**config.mk**
```make
export PLATFORM = sky130hd
export DESIGN_NAME = ecc1_classify
export DESIGN_NICKNAME = d
export VERILOG_FILES = /design/src/rtl/ecc1_pkg.sv /design/src/rtl/ecc1_classify.sv
export SDC_FILE = /design/constraint.sdc
export NUM_CORES = 1
export LEC_CHECK = 0
export BUFFER_PORTS_ARGS = -buffer_cell sky130_fd_sc_hd__clkbuf_2
export CAP_MARGIN = 20
export CORE_MARGIN = 2
export CORE_UTILIZATION = 43
export DETAILED_ROUTE_END_ITERATION = 8
export GPL_ROUTABILITY_DRIVEN = 0
export PLACE_DENSITY = 0.92
export SLEW_MARGIN = 20
export SYNTH_ARGS = -nofsm -noshare
export SYNTH_HDL_FRONTEND = slang
export SYNTH_SLANG_ARGS = --single-unit
```
**constraint.sdc**
```tcl
create_clock -name vclk -period 5.5
set_clock_uncertainty 0.2 [all_clocks]
set_input_delay 0.55 -clock vclk [all_inputs]
set_output_delay 0.55 -clock vclk [all_outputs]
set_load 0.03 [all_outputs]
```
**src/rtl/ecc1_pkg.sv**
```systemverilog
package ecc1_pkg;
  localparam int BYTE_W = 8;
  localparam int BITPOS_W = 3;

  typedef enum logic [1:0] {
    ST_CLEAN = 2'd0,
    ST_FIXED = 2'd1,
    ST_BAD   = 2'd2
  } ecc_status_e;

  typedef enum logic [1:0] {
    FX_IDLE,
    FX_READ,
    FX_WRITE,
    FX_DONE
  } fix_state_e;
endpackage

```
**src/rtl/ecc1_classify.sv**
```systemverilog
module ecc1_classify
  import ecc1_pkg::*;
#(
  parameter int HALF_W      = 12,
  parameter int CHUNK_BYTES = 512
) (
  input  logic [2*HALF_W-1:0]  calc_code,
  input  logic [2*HALF_W-1:0]  stored_code,
  output ecc_status_e          status,
  output logic                 in_data,
  output logic [HALF_W-4:0]    byte_idx,
  output logic [BITPOS_W-1:0]  bit_pos
);
  localparam int CODE_W = 2 * HALF_W;
  localparam int IDX_W  = HALF_W - 3;
  localparam logic [IDX_W:0] LIMIT = (IDX_W + 1)'(CHUNK_BYTES);

  logic [CODE_W-1:0] diff;
  logic [HALF_W-1:0] fold;
  logic [IDX_W-1:0]  idx;

  assign diff = calc_code ^ stored_code;
  assign fold = diff[CODE_W-1:HALF_W] ^ diff[HALF_W-1:0];
  assign idx  = diff[CODE_W-1:HALF_W+BITPOS_W];

  always_comb begin
    status   = ST_CLEAN;
    in_data  = 1'b0;
    byte_idx = '0;
    bit_pos  = '0;
    if (diff != '0) begin
      if (&fold) begin
        if ({1'b0, idx} < LIMIT) begin
          status   = ST_FIXED;
          in_data  = 1'b1;
          byte_idx = idx;
          bit_pos  = diff[HALF_W+BITPOS_W-1:HALF_W];
        end else begin
          status = ST_BAD;
        end
      end else if ($onehot(diff)) begin
        status = ST_FIXED;  // fault sits in the code, data untouched
      end else begin
        status = ST_BAD;
      end
    end
  end
endmodule

```
; ---- Word level (Yosys, flattened, before mapping)
; Index checks and enable logic that the tools add are counted.
[op_classes]
reduce_logical = 2
n_bitwise = 2
n_addsub = 23
n_eq_ne = 1
n_mux = 9
[op_table]
columns = op, count
row1 = 1-bit by 1-bit adder with 2-bit output, 12
row2 = 24-bit nonzero test, 1
row3 = 24-bit bitwise XOR, 1
row4 = 2-bit by 2-bit adder with 3-bit output, 6
row5 = 9-bit 2-to-1 mux, 2
row6 = 3-bit by 3-bit adder with 4-bit output, 3
row7 = 12-bit AND reduction, 1
row8 = 12-bit bitwise XOR, 1
row9 = 2-bit 2-to-1 mux, 3
row10 = 3-bit 2-to-1 mux, 2
row11 = 4-bit by 4-bit adder with 5-bit output, 1
row12 = 5-bit by 4-bit adder with 5-bit output, 1
row13 = 5-bit by 1-bit equality test with 1-bit output (second input constant), 1
row14 = 1-bit 2-to-1 mux, 2
[word_totals]
inputBits = 48
reg_bits = 0

; ---- Logic depth before layout (Yosys ltp)
; Gate-level depths: netlist of the first run.
[depth]
ltp_word = 10
ltp_mapped = 16
ltp_nobuf = 16

; ---- Worst setup path after synthesis of the first run
; OpenSTA, ideal clock, no wires.
[synth_timing]
path_type = input port to output port
startpoint = input stored_code[5]
endpoint = output status[0]
arrival_ps = 4874
setup_slack_ps = -124
t_required_ps = 4750
path_stages = 14
cell_sequence = xnor2_1 inv_1 fa_1 inv_1 fa_1 fa_1 fa_1 inv_1 fa_1 ha_1 fa_1 nor4_1 nand3_1 a21oi_1
[synth_between]
elab_chain_cells = 10
[synth_lines]
columns = item, line_no
row1 = start: declaration, ecc1_classify.sv:8  ; input logic [2*HALF_W-1:0] stored_code,
row2 = 24-bit bitwise XOR (*), ecc1_classify.sv:22  ; assign diff = calc_code ^ stored_code;
row3 = 1-bit by 1-bit adder with 2-bit output (implied by the code), ecc1_classify.sv:41  ; end else if ($onehot(diff)) begin
row4 = 2-bit by 2-bit adder with 3-bit output (implied by the code), ecc1_classify.sv:41
row5 = 3-bit by 3-bit adder with 4-bit output (implied by the code), ecc1_classify.sv:41
row6 = 4-bit by 4-bit adder with 5-bit output (implied by the code), ecc1_classify.sv:41
row7 = 5-bit by 4-bit adder with 5-bit output (implied by the code), ecc1_classify.sv:41
row8 = 5-bit by 1-bit equality test with 1-bit output, ecc1_classify.sv:41
row9 = 2-bit 2-to-1 mux, ecc1_classify.sv:41
row10 = 2-bit 2-to-1 mux, ecc1_classify.sv:32  ; if (&fold) begin
row11 = 2-bit 2-to-1 mux (*), ecc1_classify.sv:31  ; if (diff != '0) begin
row12 = end: declaration, ecc1_classify.sv:9  ; output ecc_status_e status,
; Every way passes the cells marked *; elsewhere a longest branch is shown, timed or not.

; ---- Worst setup path after layout of the first run
[layout_timing]
startpoint = input stored_code[5]
endpoint = output status[1]
; Same word-level chain as after synthesis.

==> run summary, run 1 <==
==================================================================================
Post-placement worst setup slack                                         -146.0 ps
Fraction of synthesized cell area taken by the top area cell type           30.73%
Max-cap violations                                                               0
Count of yosys warnings during synthesis                                         0
Post-Syn Area per Cell                                                 10.16 sq um
Leakage                                                               0.0008413 uW
Port buffer count                                                               63
Total congestion overflow after global routing                                   0
Worst-margin pin slew                                                     356.0 ps
Via count of the first global-routing pass                                     976
Number of hold-slack violations in the final timing report                       0
Synth-to-Final Area Change                                                  46.21%
Nets                                                                           261
Class of the most critical hold timing path                           input port to output pin
Final slew viol count                                                            0
Run status                                                            finished with violations
Cells along the critical path                                         buf_6, xnor2_2, inv_1, fa_1, inv_1, fa_1, fa_1, fa_1, inv_1, fa_1, ha_2, fa_1, nor4_2, nand3_1, and3b_1, buf_6
Kind of launch point of the worst setup path                            input port
Number of antenna violations at the first check in global routing                0
Hold Buf Count CTS                                                               0
Worst path slowest cell                                               sky130_fd_sc_hd__fa_1
Cell accounting for the most synthesized area                         sky130_fd_sc_hd__fa_1
Delay-heaviest family, CP                                              adder cells
Iteration-0 DRC Markers                                                          7
Buffers plus inverters on the worst setup path                                   5
Maximum resistive drop on vdd                                             472.6 uV
Sequential cell area                                                       0 sq um
Final non-filler cell area                                              1619 sq um
Die boundary height                                                       54.75 um
Final hold slack                                                           1393 ps
# diodes                                                                         0
First-pass detailed-route iteration total                                        4
Netlist Area Pre-Place                                                  1107 sq um
Initial core utilization                                                    45.11%
Full die area                                                           2997 sq um
HPWL after detailed placement                                             2.586 mm
Nature of the critical path endpoint                                    output pin
Setup total negative slack                                               -51.69 ps
Number of unique standard cell types used by synthesis                          23
Fmax                                                                     180.6 MHz
Fraction of the cycle the final worst path needs                            100.7%
Wire length of the first global-routing pass                              4.084 mm
Clock buffer cells                                                               0
Filler cells                                                                   177
Critical path data required time                                           4750 ps
Critical path class                                                   input port to output pin
Antenna-violating nets left                                                      0
Most instantiated cells after synthesis                               17 x sky130_fd_sc_hd__fa_1, 16 x sky130_fd_sc_hd__inv_1, 16 x sky130_fd_sc_hd__xnor2_1, 12 x sky130_fd_sc_hd__nor2_1, 9 x sky130_fd_sc_hd__xor2_1
Most used standard cell by instance count after synthesis             sky130_fd_sc_hd__fa_1
Count of vias placed by the detailed router                                   1057
Violated checks                                                       setup timing
Share of final-layout standard cells stronger than drive strength 1         54.55%
Count of flip-flops and latches                                                  0
Critical path's largest stage delay                                         540 ps
Number of cells produced by synthesis                                          109
CP Depth                                                                        16
Max-Slew Margin vs Limit                                                    76.18%
Dominant cell type by count on the critical path                      sky130_fd_sc_hd__fa_1
Top-level port count                                                            63
Beginning of the critical path                                        stored_code[5]
Largest net degree at the start of global routing                               16
Worst endpoint data arrival time                                           4790 ps
Post-route DRC                                                                   0
Worst setup path endpoint                                                status[1]
Cell area power density                                               438.2 nW/um^2
Per-cell via count in the routed design                                      4.871
Setup repair after global routing missed its margin                           true
Row count                                                                       18
Area contributors post-synth                                          sky130_fd_sc_hd__fa_1 31%, sky130_fd_sc_hd__xnor2_1 13%, sky130_fd_sc_hd__xnor2_2 12%
Number of endpoints failing setup at the final stage                             2
Total global routing track utilization                                      18.95%
Final period demand of the worst path                                      5537 ps
Worst setup slack after layout                                           -37.20 ps
Sequential element share of the synthesized area                                0%
Biggest fanout along the worst timing path                                       2
Placed standard-cell area                                               1573 sq um
Horizontal extent of the die                                              54.75 um
Total detailed-routing wirelength                                         2.974 mm
Area of the core                                                        2455 sq um
Net count after synthesis                                                      181
WL/cell                                                                   13.71 um
==================================================================================
power breakdown:
part	leakage, uW	internal (uW)	total (uW)	switching, uW
Combinational	0.000841	323	709	387
Clock	0	0	0	0
Sequential	0	0	0	0
Total	0.000841	323	709	387
per-stage QoR:
stage	instances	power [uW]	util, %
finish	217	709.4	65.95
global route	217	793.4	65.95
CTS	216	648.0	64.48
detailed placement	216	642.0	64.07
global placement	216	591.4	64.07
floorplan	109	470.2	-
logic make-up after synthesis:
group / Yosys count / synth area share, %
AND/OR/NAND/NOR: 28 / 15.93
buffers and inverters: 18 / 6.101
adder cells (fa/ha/maj): 24 / 38.64
XOR/XNOR: 36 / 37.97
AO/OA/AOI/OAI: 3 / 1.356
routing by layer:
layer  routed length, um  global-route usage [%]
met5                   0                       0
met4                   0                       0
met3                 171                  0.2732
met2                1788                   37.90
met1                1014                   23.70
timing repair:
action                     in CTS  in global routing
pin swaps                       3                  2
setup buffers                   0                  1
resized for setup               2                 10
setup endpoints to repair       2                  2
layout by cell type (no fill, tap or decap), drive strengths merged, types with 5 or more instances in the layout:
cell type / Yosys / final
buf: 0 / 19
clkbuf: 1 / 60
fa: 17 / 17
ha: 7 / 7
inv: 17 / 17
nor2: 12 / 12
nor4: 5 / 5
xnor2: 26 / 26
xor2: 10 / 10
area by class of cell:
type / instances / area [sq um] / area share, %
timing repair buffer: 79 / 450.4 / 27.82
multi-input combinational: 91 / 1067 / 65.92
inverter: 17 / 63.81 / 3.941
tap: 30 / 37.54 / 2.318
worst min-delay path by stage:
stage / startpoint / cells after the start / slack [ps] / to
floorplan: calc_code[21] / 2 / 1140 / byte_idx[6]
global placement: calc_code[12] / 4 / 1380 / bit_pos[0]
detailed placement: calc_code[20] / 4 / 1400 / byte_idx[5]
CTS: calc_code[12] / 4 / 1400 / bit_pos[0]
global route: calc_code[20] / 4 / 1440 / byte_idx[5]
finish: calc_code[20] / 4 / 1390 / byte_idx[5]
Note: power is estimated with default switching activity, not from simulation.
==> run 2: changes to the inputs <==
--- a/config.mk
+++ b/config.mk
@@ -5,13 +5,15 @@
 export SDC_FILE = /design/constraint.sdc
 export NUM_CORES = 1
 export LEC_CHECK = 0
+export ABC_AREA = 1
 export BUFFER_PORTS_ARGS = -buffer_cell sky130_fd_sc_hd__clkbuf_2
 export CAP_MARGIN = 20
 export CORE_MARGIN = 2
-export CORE_UTILIZATION = 43
+export CORE_UTILIZATION = 47
 export DETAILED_ROUTE_END_ITERATION = 8
 export GPL_ROUTABILITY_DRIVEN = 0
-export PLACE_DENSITY = 0.92
+export GPL_TIMING_DRIVEN = 0
+export PLACE_DENSITY = 0.91
 export SLEW_MARGIN = 20
 export SYNTH_ARGS = -nofsm -noshare
 export SYNTH_HDL_FRONTEND = slang
==> run summary, run 2 <==
==================================================================================
Port buffer count                                                               63   unchanged
Row count                                                                       21   was 18
Terminating pin of the worst hold path                                  bit_pos[0]   was byte_idx[5]
Sequential element share of the synthesized area                                0%   unchanged
Worst endpoint data arrival time                                           4660 ps   was 4790 ps
Total congestion overflow after global routing                                   0   unchanged
Fraction of the cycle the final worst path needs                            98.28%   was 100.7%
WL/cell                                                                   10.99 um   was 13.71 um
Class of the most critical hold timing path                           input port to output pin   unchanged
Max-Slew Margin vs Limit                                                    79.61%   was 76.18%
Most used standard cell by instance count after synthesis             sky130_fd_sc_hd__nand2_1   was sky130_fd_sc_hd__fa_1
Kind of launch point of the worst setup path                            input port   unchanged
Number of cells produced by synthesis                                          289   was 109
Cells along the critical path                                         buf_6, nor2_4, nor2_4, fa_1, inv_1, fa_1, fa_1, fa_1, inv_1, fa_1, ha_2, fa_2, nor2_2, o2111ai_2, a21oi_2, clkbuf_8   was buf_6, xnor2_2, inv_1, fa_1, inv_1, fa_1, fa_1, fa_1, inv_1, fa_1, ha_2, fa_1, nor4_2, nand3_1, and3b_1, buf_6
Share of final-layout standard cells stronger than drive strength 1         33.43%   was 54.55%
Net count after synthesis                                                      361   was 181
Top-level port count                                                            63   unchanged
Initial core utilization                                                    48.60%   was 45.11%
Sequential cell area                                                       0 sq um   unchanged
Clock buffer cells                                                               0   unchanged
Post-route DRC                                                                   0   unchanged
Buffers plus inverters on the worst setup path                                   4   was 5
Full die area                                                           3908 sq um   was 2997 sq um
Wire length of the first global-routing pass                              6.955 mm   was 4.084 mm
Number of unique standard cell types used by synthesis                          21   was 23
Setup total negative slack                                                    0 ps   was -51.69 ps
Multi-input logic area                                                  1478 sq um   was 1067 sq um
Critical path data required time                                           4750 ps   about the same
Largest net degree at the start of global routing                               11   was 16
Worst-margin pin slew                                                     304.4 ps   was 356.0 ps
Final period demand of the worst path                                      5406 ps   was 5537 ps
Placed standard-cell area                                               1982 sq um   was 1573 sq um
Count of flip-flops and latches                                                  0   unchanged
Run status                                                            complete, no violations   was finished with violations
Nets                                                                           433   was 261
Per-cell via count in the routed design                                      4.773   was 4.871
Leakage                                                                0.001369 uW   was 0.0008413 uW
Most instantiated cells after synthesis                               141 x sky130_fd_sc_hd__nand2_1, 47 x sky130_fd_sc_hd__inv_1, 19 x sky130_fd_sc_hd__nor2_1, 17 x sky130_fd_sc_hd__fa_1, 12 x sky130_fd_sc_hd__nor2_2   was 17 x sky130_fd_sc_hd__fa_1, 16 x sky130_fd_sc_hd__inv_1, 16 x sky130_fd_sc_hd__xnor2_1, 12 x sky130_fd_sc_hd__nor2_1, 9 x sky130_fd_sc_hd__xor2_1
Dominant cell type by count on the critical path                      sky130_fd_sc_hd__fa_1   unchanged
Delay-heaviest family, CP                                              adder cells   unchanged
First-pass detailed-route iteration total                                        4   unchanged
Max-cap violations                                                               0   unchanged
Most common library cell in the layout ignoring fill and taps         sky130_fd_sc_hd__nand2_1   was sky130_fd_sc_hd__clkbuf_2
Number of endpoints failing setup at the final stage                             0   was 2
Die boundary height                                                       62.51 um   was 54.75 um
Antenna-violating nets left                                                      0   unchanged
Worst path slowest cell                                               sky130_fd_sc_hd__fa_1   unchanged
Filler cells                                                                   317   was 177
Cell area power density                                               307.7 nW/um^2   was 438.2 nW/um^2
Synth-to-Final Area Change                                                  36.86%   was 46.21%
Setup repair after global routing missed its margin                           true   unchanged
Area of the core                                                        3311 sq um   was 2455 sq um
Hold Buf Count CTS                                                               0   unchanged
Number of hold-slack violations in the final timing report                       0   unchanged
Top library cells by usage in the layout, fill and taps aside         139 x sky130_fd_sc_hd__nand2_1, 51 x sky130_fd_sc_hd__clkbuf_2, 45 x sky130_fd_sc_hd__inv_1, 16 x sky130_fd_sc_hd__nor2_1, 16 x sky130_fd_sc_hd__fa_1   was 60 x sky130_fd_sc_hd__clkbuf_2, 17 x sky130_fd_sc_hd__fa_1, 17 x sky130_fd_sc_hd__buf_4, 16 x sky130_fd_sc_hd__inv_1, 14 x sky130_fd_sc_hd__xnor2_1
Final non-filler cell area                                              2202 sq um   was 1619 sq um
Iteration-0 DRC Markers                                                        151   was 7
HPWL after detailed placement                                             3.659 mm   was 2.586 mm
Total detailed-routing wirelength                                         4.452 mm   was 2.974 mm
Post-Syn Area per Cell                                                 5.568 sq um   was 10.16 sq um
Area contributors post-synth                                          sky130_fd_sc_hd__nand2_1 33%, sky130_fd_sc_hd__fa_1 21%, sky130_fd_sc_hd__inv_1 11%   was sky130_fd_sc_hd__fa_1 31%, sky130_fd_sc_hd__xnor2_1 13%, sky130_fd_sc_hd__xnor2_2 12%
Critical path class                                                   input port to output pin   unchanged
Number of cells on the worst hold path                                           5   was 4
Final slew viol count                                                            0   unchanged
Critical path's largest stage delay                                         530 ps   was 540 ps
Netlist Area Pre-Place                                                  1609 sq um   was 1107 sq um
Horizontal extent of the die                                              62.51 um   was 54.75 um
Via count of the first global-routing pass                                    1672   was 976
Maximum resistive drop on vdd                                             207.8 uV   was 472.6 uV
Biggest fanout along the worst timing path                                       3   was 2
Total global routing track utilization                                      21.21%   was 18.95%
Cell accounting for the most synthesized area                         sky130_fd_sc_hd__nand2_1   was sky130_fd_sc_hd__fa_1
# diodes                                                                         0   unchanged
Fmax                                                                     185.0 MHz   was 180.6 MHz
Count of vias placed by the detailed router                                   1933   was 1057
Fraction of synthesized cell area taken by the top area cell type           32.89%   was 30.73%
Final hold slack                                                           1366 ps   was 1393 ps
Nature of the critical path endpoint                                    output pin   unchanged
Count of yosys warnings during synthesis                                         0   unchanged
Number of antenna violations at the first check in global routing                0   unchanged
Min-Delay Startpoint                                                  stored_code[12]   was calc_code[20]
==================================================================================
-- run 2: routing by layer --
metal  share of wire (%)  vias to the layer above  global-route usage (%)  routed length, um
li1                    -                      978                       -                  -
met1                  38                      858                   27.88               1696
met2                  53                       95                   39.78               2344
met3                 8.9                        2                   1.802                396
met4                0.31                        0                  0.5556                 14
met5                   0                        -                       0                  0
-- run 2: layout make-up --
type | count | share of cell area, %
plain buffers | 1 | 0.5114
inverters | 57 | 9.716
multi-input cells | 231 | 67.10
well taps | 46 | 2.614
repair buffers | 70 | 20.06
-- run 2: cells by family (layout without fill, tap and decap cells) --
group                      after synthesis  in the layout  synth area share (%)
AOI/OAI and AO/OA                        3              3                 1.166
xor gates and xnor gates                11             11                 7.854
adders and majority gates               24             24                 26.59
buffers and inverters                   58            128                 14.00
and+or+nand+nor                        193            193                 50.39
-- run 2: worst max path at each step --
| stage | start | cells past startpoint | to | slack (ps) |
|---|---|---|---|---|
| after detailed placement | stored_code[19] | 16 | status[0] | -190 |
| after floorplan | stored_code[1] | 12 | status[0] | 110 |
| after global routing | stored_code[21] | 18 | status[0] | -90 |
| final | calc_code[9] | 16 | status[0] | 90 |
| after CTS | stored_code[5] | 15 | status[0] | 9 |
| after global placement | stored_code[19] | 16 | status[0] | -130 |
-- run 2: repair_timing --
item	4_1_cts	5_1_grt
resized for setup	8	49
setup endpoints to repair	2	2
buffers inserted	1	6
pin swaps	2	16
-- run 2: where the power goes --
part	internal [uW]	switching (uW)	total [uW]	leakage (uW)
sequential	0	0	0	0
combinational	298	380	678	0.00137
clock	0	0	0	0
total	298	380	678	0.00137
-- run 2: per-stage QoR --
| step | utilization, % | power (uW) | setup WS [ps] | cells |
|---|---|---|---|---|
| 2_1_floorplan | - | 432.7 | 107.3 | 289 |
| 3_3_place_gp | 59.86 | 531.8 | -131.2 | 398 |
| 3_5_place_dp | 59.86 | 565.2 | -186.2 | 398 |
| 4_1_cts | 61.79 | 613.9 | 9.425 | 399 |
| 5_1_grt | 66.52 | 778.7 | -88.31 | 405 |
| 6_report | 66.52 | 677.5 | 94.33 | 405 |
==> run 3: changes to the inputs <==
--- a/config.mk
+++ b/config.mk
@@ -6,11 +6,10 @@
 export NUM_CORES = 1
 export LEC_CHECK = 0
 export ABC_AREA = 1
-export BUFFER_PORTS_ARGS = -buffer_cell sky130_fd_sc_hd__clkbuf_2
-export CAP_MARGIN = 20
 export CORE_MARGIN = 2
-export CORE_UTILIZATION = 47
+export CORE_UTILIZATION = 62
 export DETAILED_ROUTE_END_ITERATION = 8
+export DONT_BUFFER_PORTS = 1
 export GPL_ROUTABILITY_DRIVEN = 0
 export GPL_TIMING_DRIVEN = 0
 export PLACE_DENSITY = 0.91
==> run summary, run 3 (synthesized netlist as in run 2, its figures left out) <==
==================================================================================
Share of final-layout standard cells stronger than drive strength 1         14.53%   was 33.43%
Total global routing track utilization                                      23.86%   was 21.21%
Min-Delay Startpoint                                                  calc_code[19]   was stored_code[12]
Metal3 WL                                                                   254 um   was 396 um
Sequential cell area                                                       0 sq um   unchanged
WL/cell                                                                   11.16 um   was 10.99 um
Clock buffer cells                                                               0   unchanged
Non-filler instance count after layout                                         319   was 405
Die boundary height                                                       54.95 um   was 62.51 um
Fraction of the cycle the final worst path needs                            97.44%   was 98.28%
Hold Buf Count CTS                                                               0   unchanged
Wire length of the first global-routing pass                              5.271 mm   was 6.955 mm
Kind of launch point of the worst setup path                            input port   unchanged
Largest net degree at the start of global routing                               11   unchanged
HPWL after detailed placement                                             3.253 mm   was 3.659 mm
Count of flip-flops and latches                                                  0   unchanged
Initial core utilization                                                    64.95%   was 48.60%
Final period demand of the worst path                                      5359 ps   was 5406 ps
Per-cell via count in the routed design                                      5.022   was 4.773
Fmax                                                                     186.6 MHz   was 185.0 MHz
Number of endpoints failing setup at the final stage                             0   unchanged
Via count of the first global-routing pass                                    1355   was 1672
Number of hold-slack violations in the final timing report                       0   unchanged
Uppermost metal layer occupied by signal nets                                 met4   unchanged
Worst-margin pin slew                                                     603.9 ps   was 304.4 ps
Sequential group share of total power                                           0%   about the same
Max-cap violations                                                               0   unchanged
Run status                                                            complete, no violations   unchanged
Critical path data required time                                           4750 ps   about the same
Row count                                                                       18   was 21
First-pass detailed-route iteration total                                        4   unchanged
Worst endpoint data arrival time                                           4610 ps   was 4660 ps
Switching power                                                           342.2 uW   was 380.0 uW
Total congestion overflow after global routing                                   0   unchanged
Synth-to-Final Area Change                                                  5.676%   was 36.86%
Nets                                                                           363   was 433
Maximum resistive drop on vdd                                             488.5 uV   was 207.8 uV
Horizontal extent of the die                                              54.95 um   was 62.51 um
Internal Power                                                            224.1 uW   was 297.6 uW
Nature of the critical path endpoint                                    output pin   unchanged
Biggest fanout along the worst timing path                                       2   was 3
Number of cells on the worst hold path                                           2   was 5
Final hold slack                                                           1129 ps   was 1366 ps
Final slew viol count                                                            0   unchanged
WL met2                                                                   1.808 mm   was 2.344 mm
Number of antenna violations at the first check in global routing                0   unchanged
Cell area power density                                               333.0 nW/um^2   was 307.7 nW/um^2
Post-route DRC                                                                   0   unchanged
Iteration-0 DRC Markers                                                         25   was 151
Antenna-violating nets left                                                      0   unchanged
Met1 WL                                                                   1.439 mm   was 1.696 mm
Full die area                                                           3019 sq um   was 3908 sq um
Class of the most critical hold timing path                           input port to output pin   unchanged
Most common library cell in the layout ignoring fill and taps         sky130_fd_sc_hd__nand2_1   unchanged
Leakage                                                                0.001046 uW   was 0.001369 uW
Clock group share of total power                                                0%   about the same
Area of the core                                                        2477 sq um   was 3311 sq um
Count of vias placed by the detailed router                                   1602   was 1933
Filler cells                                                                   234   was 317
Terminating pin of the worst hold path                                 byte_idx[4]   was bit_pos[0]
Max-Slew Margin vs Limit                                                    59.59%   was 79.61%
# diodes                                                                         0   unchanged
Total detailed-routing wirelength                                         3.561 mm   was 4.452 mm
Net switching share of the total power                                      60.42%   was 56.08%
Port buffer count                                                                0   was 63
Top-level port count                                                            63   unchanged
Critical path class                                                   input port to output pin   unchanged
Combinational cell fraction of total power                                  100.0%   about the same
Setup repair after global routing missed its margin                          false   was true
# placed instances                                                             319   was 398
Top library cells by usage in the layout, fill and taps aside         141 x sky130_fd_sc_hd__nand2_1, 47 x sky130_fd_sc_hd__inv_1, 17 x sky130_fd_sc_hd__nor2_1, 17 x sky130_fd_sc_hd__fa_1, 13 x sky130_fd_sc_hd__nor2_2   was 139 x sky130_fd_sc_hd__nand2_1, 51 x sky130_fd_sc_hd__clkbuf_2, 45 x sky130_fd_sc_hd__inv_1, 16 x sky130_fd_sc_hd__nor2_1, 16 x sky130_fd_sc_hd__fa_1
==================================================================================
[run 3: routing by layer]
metal	vias up	global-route usage, %
met4	0	4.065
met5	-	0
met3	6	1.882
met2	59	44.44
li1	843	-
met1	694	30.38
[run 3: metrics by stage]
stage	setup TNS [ps]	worst slack (ps)	cell area (sq um)	power, uW	util [%]
after floorplan	0	107.3	1609	432.7	-
after global placement	-240.0	-182.7	1647	494.9	66.46
after detailed placement	-344.3	-229.2	1647	520.8	66.46
after CTS	0	7.433	1673	539.2	67.53
after global routing	0	6.677	1700	645.0	68.64
final	0	140.6	1700	566.3	68.64
[run 3: layout make-up]
class / count / area [sq um] / share of cell area (%)
inverter: 57 / 214.0 / 12.58
multi-input combinational: 231 / 1438 / 84.55
buffer: 1 / 11.26 / 0.6623
tap: 30 / 37.54 / 2.208
[run 3: worst max path at each step]
stage                                from         to  slack (ps)
after CTS                 stored_code[19]  status[0]           7
after global placement    stored_code[19]  status[0]        -180
after floorplan            stored_code[1]  status[0]         110
after global routing      stored_code[19]  status[1]           7
final                      stored_code[5]  status[0]         140
after detailed placement   stored_code[7]  status[0]        -230
[run 3: critical path, cell delays in order]
cell                        delay (ps)
sky130_fd_sc_hd__xor2_1            170
sky130_fd_sc_hd__fa_1              540
sky130_fd_sc_hd__inv_1              50
sky130_fd_sc_hd__fa_1              480
sky130_fd_sc_hd__fa_1              500
sky130_fd_sc_hd__fa_1              510
sky130_fd_sc_hd__inv_1              50
sky130_fd_sc_hd__fa_1              440
sky130_fd_sc_hd__ha_1              230
sky130_fd_sc_hd__fa_1              430
sky130_fd_sc_hd__nor2_1            160
sky130_fd_sc_hd__o2111ai_2         210
sky130_fd_sc_hd__a21oi_4           300
[run 3: repair_timing]
| action | in CTS | in global routing |
|---|---|---|
| pin swaps | 1 | 1 |
| buffers inserted | 0 | 0 |
| resized for setup | 5 | 4 |
| cloned | 0 | 0 |
| setup endpoints to repair | 2 | 2 |
[run 3: power by group through the flow]
stage	logic (uW)	registers [uW]	clock network, uW
floorplan	433	0	0
global placement	495	0	0
detailed placement	521	0	0
CTS	539	0	0
global route	645	0	0
finish	566	0	0
